## config.mk

```make
export PLATFORM = sky130hd
export DESIGN_NAME = tlp_disp_filter
export DESIGN_NICKNAME = d
export VERILOG_FILES = /design/src/rtl/tlpf_pkg.sv /design/src/rtl/tlpf_topo.sv /design/src/rtl/tlpf_decide.sv /design/src/rtl/tlp_disp_filter.sv
export SDC_FILE = /design/constraint.sdc
export NUM_CORES = 1
export LEC_CHECK = 0
export ABC_AREA = 1
export BUFFER_PORTS_ARGS = -buffer_cell sky130_fd_sc_hd__buf_2
export CORE_AREA = 3 3 40 42
export CTS_CLUSTER_DIAMETER = 80
export DETAILED_ROUTE_END_ITERATION = 7
export DIE_AREA = 0 0 43 45
export SLEW_MARGIN = 40
export SYNTH_ARGS = -nofsm -noshare
export SYNTH_HDL_FRONTEND = slang
export SYNTH_SLANG_ARGS = --single-unit
```

## constraint.sdc

```tcl
create_clock -name clk_i -period 0.9 [get_ports clk_i]
set_clock_uncertainty 0.15 [all_clocks]
set_input_delay 0.18 -clock clk_i [delete_from_list [all_inputs] [get_ports clk_i]]
set_output_delay 0.18 -clock clk_i [all_outputs]
set_load 0.01 [all_outputs]
```

## src/rtl/tlpf_pkg.sv

```systemverilog
package tlpf_pkg;
  typedef enum logic [1:0] {
    DISP_FWD  = 2'b00,
    DISP_UR   = 2'b01,
    DISP_DROP = 2'b10
  } disp_e;
endpackage

```

## src/rtl/tlpf_topo.sv

```systemverilog
module tlpf_topo #(
  parameter int N_PORTS = 4,
  parameter int UP_PORT = 0
) (
  input  logic               clk_i,
  input  logic               rst_ni,
  input  logic               has_up_i,
  input  logic               hr_link_en_i,
  input  logic               up_dl_down_i,
  input  logic [N_PORTS-1:0] dn_mask_i,
  output logic               no_up_o,
  output logic               no_dn_o,
  output logic [N_PORTS-1:0] dn_eff_o,
  output logic [N_PORTS-1:0] aspm_free_o
);
  always_comb begin
    // link-down with hot reset armed behaves as if the upstream port were absent
    no_up_o = !has_up_i || (hr_link_en_i && up_dl_down_i);
    dn_eff_o = dn_mask_i;
    dn_eff_o[UP_PORT] = 1'b0;
    no_dn_o = (dn_eff_o == '0);
  end

  for (genvar i = 0; i < N_PORTS; i++) begin : g_aspm
    if (i == UP_PORT) begin : g_up
      assign aspm_free_o[i] = !no_up_o && no_dn_o;
    end else begin : g_dn
      assign aspm_free_o[i] = no_up_o && dn_eff_o[i];
    end
  end

  p_aspm_excl_r11: assert property (@(posedge clk_i) disable iff (!rst_ni)
    aspm_free_o[UP_PORT] |-> ($countones(aspm_free_o) == 1));
  p_up_not_member_r13: assert property (@(posedge clk_i) disable iff (!rst_ni)
    !dn_eff_o[UP_PORT]);
endmodule

```

## src/rtl/tlpf_decide.sv

```systemverilog
module tlpf_decide
  import tlpf_pkg::*;
#(
  parameter int N_PORTS = 4,
  parameter int UP_PORT = 0,
  parameter int PORT_W  = 2
) (
  input  logic               cpl_i,
  input  logic [PORT_W-1:0]  target_i,
  input  logic               self_gen_i,
  input  logic               cfg_up_i,
  input  logic               no_up_i,
  input  logic               no_dn_i,
  input  logic [N_PORTS-1:0] dn_eff_i,
  output disp_e              code_o,
  output logic [N_PORTS-1:0] mask_o
);
  localparam logic [PORT_W:0] PORT_LIM = (PORT_W+1)'(N_PORTS);
  localparam logic [PORT_W-1:0] UP_IDX = PORT_W'(UP_PORT);

  logic [N_PORTS-1:0] tgt_oh;
  logic [N_PORTS-1:0] up_oh;
  logic               in_range;

  for (genvar i = 0; i < N_PORTS; i++) begin : g_oh
    assign tgt_oh[i] = (target_i == PORT_W'(i));
    assign up_oh[i]  = (i == UP_PORT);
  end

  assign in_range = ({1'b0, target_i} < PORT_LIM);

  always_comb begin
    code_o = DISP_UR;
    mask_o = '0;
    if (!in_range) begin
      code_o = DISP_UR;
    end else if (no_up_i) begin
      if (self_gen_i && target_i == UP_IDX) begin
        code_o = DISP_DROP;
      end else if ((tgt_oh & dn_eff_i) != '0) begin
        code_o = DISP_FWD;
        mask_o = tgt_oh;
      end
    end else if (no_dn_i) begin
      if (!cpl_i && cfg_up_i) begin
        code_o = DISP_FWD;
        mask_o = up_oh;
      end
    end else begin
      code_o = DISP_FWD;
      mask_o = tgt_oh;
    end
  end
endmodule

```

## src/rtl/tlp_disp_filter.sv

```systemverilog
module tlp_disp_filter
  import tlpf_pkg::*;
#(
  parameter int N_PORTS = 4,
  parameter int UP_PORT = 0,
  localparam int PORT_W = (N_PORTS > 1) ? $clog2(N_PORTS) : 1
) (
  input  logic               clk_i,
  input  logic               rst_ni,
  input  logic               desc_valid_i,
  input  logic               desc_cpl_i,
  input  logic [PORT_W-1:0]  desc_target_i,
  input  logic               desc_self_gen_i,
  input  logic               desc_cfg_up_i,
  input  logic               has_up_i,
  input  logic [N_PORTS-1:0] dn_mask_i,
  input  logic               hr_link_en_i,
  input  logic               up_dl_down_i,
  output logic               disp_valid_o,
  output logic [1:0]         disp_code_o,
  output logic [N_PORTS-1:0] disp_mask_o,
  output logic [N_PORTS-1:0] aspm_free_o
);
  logic               no_up, no_dn;
  logic [N_PORTS-1:0] dn_eff;
  disp_e              nxt_code;
  logic [N_PORTS-1:0] nxt_mask;

  tlpf_topo #(.N_PORTS(N_PORTS), .UP_PORT(UP_PORT)) u_topo (
    .clk_i        (clk_i),
    .rst_ni       (rst_ni),
    .has_up_i     (has_up_i),
    .hr_link_en_i (hr_link_en_i),
    .up_dl_down_i (up_dl_down_i),
    .dn_mask_i    (dn_mask_i),
    .no_up_o      (no_up),
    .no_dn_o      (no_dn),
    .dn_eff_o     (dn_eff),
    .aspm_free_o  (aspm_free_o)
  );

  tlpf_decide #(.N_PORTS(N_PORTS), .UP_PORT(UP_PORT), .PORT_W(PORT_W)) u_decide (
    .cpl_i      (desc_cpl_i),
    .target_i   (desc_target_i),
    .self_gen_i (desc_self_gen_i),
    .cfg_up_i   (desc_cfg_up_i),
    .no_up_i    (no_up),
    .no_dn_i    (no_dn),
    .dn_eff_i   (dn_eff),
    .code_o     (nxt_code),
    .mask_o     (nxt_mask)
  );

  always_ff @(posedge clk_i or negedge rst_ni) begin
    if (!rst_ni) begin
      disp_valid_o <= 1'b0;
      disp_code_o  <= '0;
      disp_mask_o  <= '0;
    end else begin
      disp_valid_o <= desc_valid_i;
      if (desc_valid_i) begin
        disp_code_o <= nxt_code;
        disp_mask_o <= nxt_mask;
      end
    end
  end

  p_valid_lat_r1: assert property (@(posedge clk_i) disable iff (!rst_ni)
    desc_valid_i |=> disp_valid_o);
  p_idle_lat_r1: assert property (@(posedge clk_i) disable iff (!rst_ni)
    !desc_valid_i |=> !disp_valid_o);
  p_fwd_onehot_r2: assert property (@(posedge clk_i) disable iff (!rst_ni)
    (disp_valid_o && disp_code_o == DISP_FWD) |-> ($countones(disp_mask_o) == 1));
  p_nofwd_zero_r2: assert property (@(posedge clk_i) disable iff (!rst_ni)
    (disp_valid_o && disp_code_o != DISP_FWD) |-> (disp_mask_o == '0));
  p_code_legal_r2: assert property (@(posedge clk_i) disable iff (!rst_ni)
    disp_valid_o |-> (disp_code_o != 2'b11));
  p_drop_selfgen_r7: assert property (@(posedge clk_i) disable iff (!rst_ni)
    desc_valid_i ##1 (disp_code_o == DISP_DROP) |-> $past(desc_self_gen_i));
endmodule

```

Word level (Yosys, flattened, before mapping)
Index checks and enable logic that the tools add are counted.
Storage, ports and cells
  output and inout bits: 11
  flip-flop bits (word level): 7
  input bits: 15
  word-level logic and storage cells: 31
Cells by class
  muxes and demuxes: 10
  bitwise logic cells: 1
  equality and inequality tests: 3
  reductions and logical operators: 14
Operators with widths (number)
  4-bit two-way mux: 4
  1-bit logical AND: 7
  4-bit AND: 1
  2-bit equality test, second input constant: 2
  1-bit two-way mux: 4
  2-bit two-way mux: 2
  4-bit nonzero test: 1
  1-bit logical NOT: 3
  3-bit logical NOT: 1
  2-bit by 1-bit equality test with 1-bit output, second input constant: 1
  2-bit logical NOT: 1
  1-bit logical OR: 1

Depth between registers and ports, before layout
  word-level depth: 6
  gate-level depth with buffers: 8
  depth with buffers taken out: 7

Cells and area by module
Synthesis repeated with hierarchy kept, for this count alone.
Second synthesis, totals
  cell total of the unflattened synthesis: 72
  area total of the unflattened synthesis: 489.2 um^2
By module, submodules not included
  tlp_disp_filter: area an instance 246.5 um^2, cells each 26, times used 1, sequential area each 175.2 um^2
  tlpf_decide: area an instance 160.2 um^2, cells each 31, times used 1, sequential area each 0.0 um^2
  tlpf_topo: area an instance 82.6 um^2, cells each 15, times used 1, sequential area each 0.0 um^2

Worst setup path after synthesis
No wires, ideal clock.
  kind: input to output
  start: input port hr_link_en_i
  end: output port aspm_free_o[1]
  buffers on the path: 1
  cell stages on the path: 5
  arrival: 0.613 ns
  path slack: -0.043 ns
  cell sequence: nand2_1 nand2_1 inv_2 buf_6 nor2_1
On the way
  longest elaborated chain between the ends: 3
RTL lines
  start: declaration: line tlp_disp_filter.sv:17  | input logic hr_link_en_i,
  1-bit logical AND: line tlpf_topo.sv:18  | no_up_o = !has_up_i || (hr_link_en_i && up_dl_down_i);
  1-bit logical OR: line tlpf_topo.sv:18
  1-bit logical AND: line tlpf_topo.sv:28  | assign aspm_free_o[i] = no_up_o && dn_eff_o[i];
  end: declaration: line tlp_disp_filter.sv:22  | output logic [N_PORTS-1:0] aspm_free_o
No other way between the ends.

Final worst setup path
  start: register disp_code_o[0]
  end: output port disp_code_o[0]
RTL lines
  start: declaration: line tlp_disp_filter.sv:20  | output logic [1:0] disp_code_o,
  start signal: assignment: line tlp_disp_filter.sv:62  | disp_code_o <= nxt_code;
No word-level cell between the ends.

==> out/results.txt <==
Outcome -> finished, violations left
Failing checks -> setup timing
Count of maximum capacitance violations -> 0
Critical path capture point type -> output port
Worst supply voltage drop on vdd -> 466 uV
Routed via count -> 567
HPWL after detailed placement -> 831 um
Area of all placed cells without fillers -> 876 sq um
Number of nets in the synthesized netlist -> 78
Global-route wire length before repair -> 2150 um
Number of flops mapped to enable cells by yosys -> 0
Period utilisation layout -> 1.22
Highest cell delay on the worst timing path -> 0.38 ns
Cell family contributing the most delay on the critical path -> flip-flops
Summed instance area of the synthesized netlist -> 414 sq um
GRT Resource Usage Total -> 0.148
CORE AREA -> 1280 sq um
Ys flop type -> sky130_fd_sc_hd__dfrtp_1
Top-area cell type share of the netlist area -> 0.423
Initial Utilization -> 0.322
Overall die area -> 1940 sq um
Share of final-layout standard cells stronger than drive strength 1 -> 0.633
Net count, final -> 125
Remaining routing DRC violations -> 0
Cell area power density -> 1110 nW/um^2
Maximum number of pins on one net before global-route repair -> 9
TritonCTS clock tree -> done
Routability-driven placement congestion ratio -> 0.713
Final-report setup violation count -> 11
Cell type of the slowest stage on the worst timing path -> sky130_fd_sc_hd__dfrtp_1
Number of fill cells in the layout -> 107
Worst Max-Slew Pin Slew -> 0.219 ns
Buffers & Inverters on Critical Path -> 1
Count of pins on the block boundary -> 26
Initial antenna violation count -> 0
Top area cells in the synthesized netlist -> sky130_fd_sc_hd__dfrtp_1 (42%), sky130_fd_sc_hd__nand2_1 (19%), sky130_fd_sc_hd__nor2_1 (9.1%)
Area growth from synthesis to layout -> 111%
Hold Path Class -> input port to flop
Vias in the first global route -> 542
Clock tree root buffer cell -> sky130_fd_sc_hd__clkbuf_4
PnR Total Power -> 973 uW
Number of unique standard cell types used by synthesis -> 11
Critical path launch point type -> flop
Synthesis-stage register bit count -> 7
Placement Cell Area -> 632 sq um
Number of standard cells after synthesis -> 63
Share of synthesized area occupied by flip-flops and latches -> 0.423
CP Max Fanout -> 2
Buffers from clock root to sink, at most -> 2
Clock Latency Late Sink -> 0.25 ns
Final sum of negative setup slack -> -1.66 ns
Number of levels the H-tree was split into -> 1
Most common cell in the netlist -> sky130_fd_sc_hd__nand2_1
Yosys top cell by area -> sky130_fd_sc_hd__dfrtp_1
Number of clock buffers inserted by TritonCTS -> 3
Vert. Die Dim -> 45 um
RSZ-0062 raised after global routing -> yes
Static Leak -> 0.000480 uW
Area of the multi-input gates -> 287 sq um
Routed WL per cell -> 11.3 um
# port buffers -> 24
Residual overflow from global routing -> 0
Required time at the worst-slack endpoint -> 0.57 ns
Die X -> 43 um
Final-report max-slew violation count -> 0
Vias per cell -> 4.57
Cell types with the highest counts after synthesis -> sky130_fd_sc_hd__nand2_1 (21), sky130_fd_sc_hd__nor2_1 (10), sky130_fd_sc_hd__dfrtp_1 (7), sky130_fd_sc_hd__nand3_1 (7), sky130_fd_sc_hd__inv_1 (5)
TritonCTS sink count -> 7
Category of the critical setup timing path -> flop to output port
Tightest slew margin relative to the limit -> 0.852
Fin crit period -> 1.10 ns
Register-to-register setup slack -> 0.02 ns
Final WS setup -> -0.200 ns
Post-CTS clock slew at the launch and capture registers of the worst setup and hold paths -> 0.05 ns
FMAX -> 0.909 GHz
Cell row count -> 13
Critical path cell sequence -> buf_2
WP data arrival -> 0.77 ns
Count of final hold-check violations -> 0
Combined flip-flop and latch cell area -> 175 sq um
Syn Area/Cell -> 6.57 sq um
Remaining antenna violation count after routing -> 0
Initial detailed-routing violation count -> 4
Total wirelength of the detailed-routed design -> 1410 um
Initial DRT Pass Iterations -> 2
Syn. warnings -> 0
FFs w/ async S/R, synth -> 1.00
Antenna diodes -> 0
==> per-stage QoR <==
stage	setup slack [ns]	util	std cells	hold slack, ns
floorplan	-0.0348	-	63	-0.266
global placement	-0.238	0.492	111	-0.132
detailed placement	-0.231	0.492	111	-0.131
CTS	-0.191	0.611	124	0.0237
global route	-0.229	0.682	124	0.0456
finish	-0.200	0.682	124	0.0492
==> where the power goes <==
group | leakage [uW] | internal [uW] | switching [uW]
combinational | 0.000375 | 177 | 167
sequential | 0.0000908 | 336 | 9.62
clock | 0.0000150 | 169 | 114
total | 0.000480 | 683 | 291
==> path summary, 6_finish.rpt <==
path	start	cells after the start	end
max reg2reg	disp_mask_o[0]$_DFFE_PN0P_	3	disp_mask_o[0]$_DFFE_PN0P_
min	desc_valid_i	2	disp_valid_o$_DFF_PN0_
min in group asynchronous	rst_ni	2	disp_mask_o[0]$_DFFE_PN0P_
min reg2reg	disp_mask_o[2]$_DFFE_PN0P_	2	disp_mask_o[2]$_DFFE_PN0P_
max in group asynchronous	rst_ni	2	disp_mask_o[2]$_DFFE_PN0P_
max	disp_code_o[0]$_DFFE_PN0P_	1	disp_code_o[0]
==> sequential cells by signal, indices dropped and copies added, names as in the netlist <==
| register | count |
|---|---|
| disp_code_o | 2 |
| disp_mask_o | 4 |
| disp_valid_o | 1 |
==> timing repair <==
action,CTS,global route
resized for setup,17,26
setup buffers,8,5
hold endpoints to repair,7,0
pin swaps,7,14
setup endpoints to repair,11,16
hold buffers,1,0
==> cells by family after synthesis <==
family / count (synthesis) / synth area share
AND/OR/NAND/NOR: 41 / 0.402
buffers and inverters: 10 / 0.109
flip-flops: 7 / 0.423
AO/OA/AOI/OAI: 5 / 0.0664
==> layer usage <==
metal / GRT usage / up-vias / part of all wire / routed length [um]
met2: 0.263 / 25 / 0.53 / 740
met4: 0.0904 / 0 / 0.041 / 57
met1: 0.174 / 247 / 0.37 / 517
met5: 0 / - / 0 / 0
li1: - / 289 / - / -
met3: 0.0120 / 6 / 0.063 / 89
==> cell usage in the layout (no fill, tap or decap), types with 4 or more instances in the layout <==
| cell type | instances |
|---|---|
| sky130_fd_sc_hd__nor2_4 | 4 |
| sky130_fd_sc_hd__nand3_1 | 5 |
| sky130_fd_sc_hd__buf_2 | 17 |
| sky130_fd_sc_hd__buf_6 | 10 |
| sky130_fd_sc_hd__inv_2 | 4 |
| sky130_fd_sc_hd__buf_4 | 15 |
| sky130_fd_sc_hd__nand2_2 | 5 |
| sky130_fd_sc_hd__nor2_1 | 5 |
| sky130_fd_sc_hd__nand2_1 | 13 |
| sky130_fd_sc_hd__dfrtp_1 | 7 |
==> cell type report <==
cell class / instances / area share
Inverter: 9 / 0.0557
Multi-Input combinational cell: 46 / 0.327
Sequential cell: 7 / 0.200
Timing Repair Buffer: 43 / 0.366
Clock buffer: 4 / 0.0300
Tap cell: 15 / 0.0214
(Power assumes the default switching activity.)
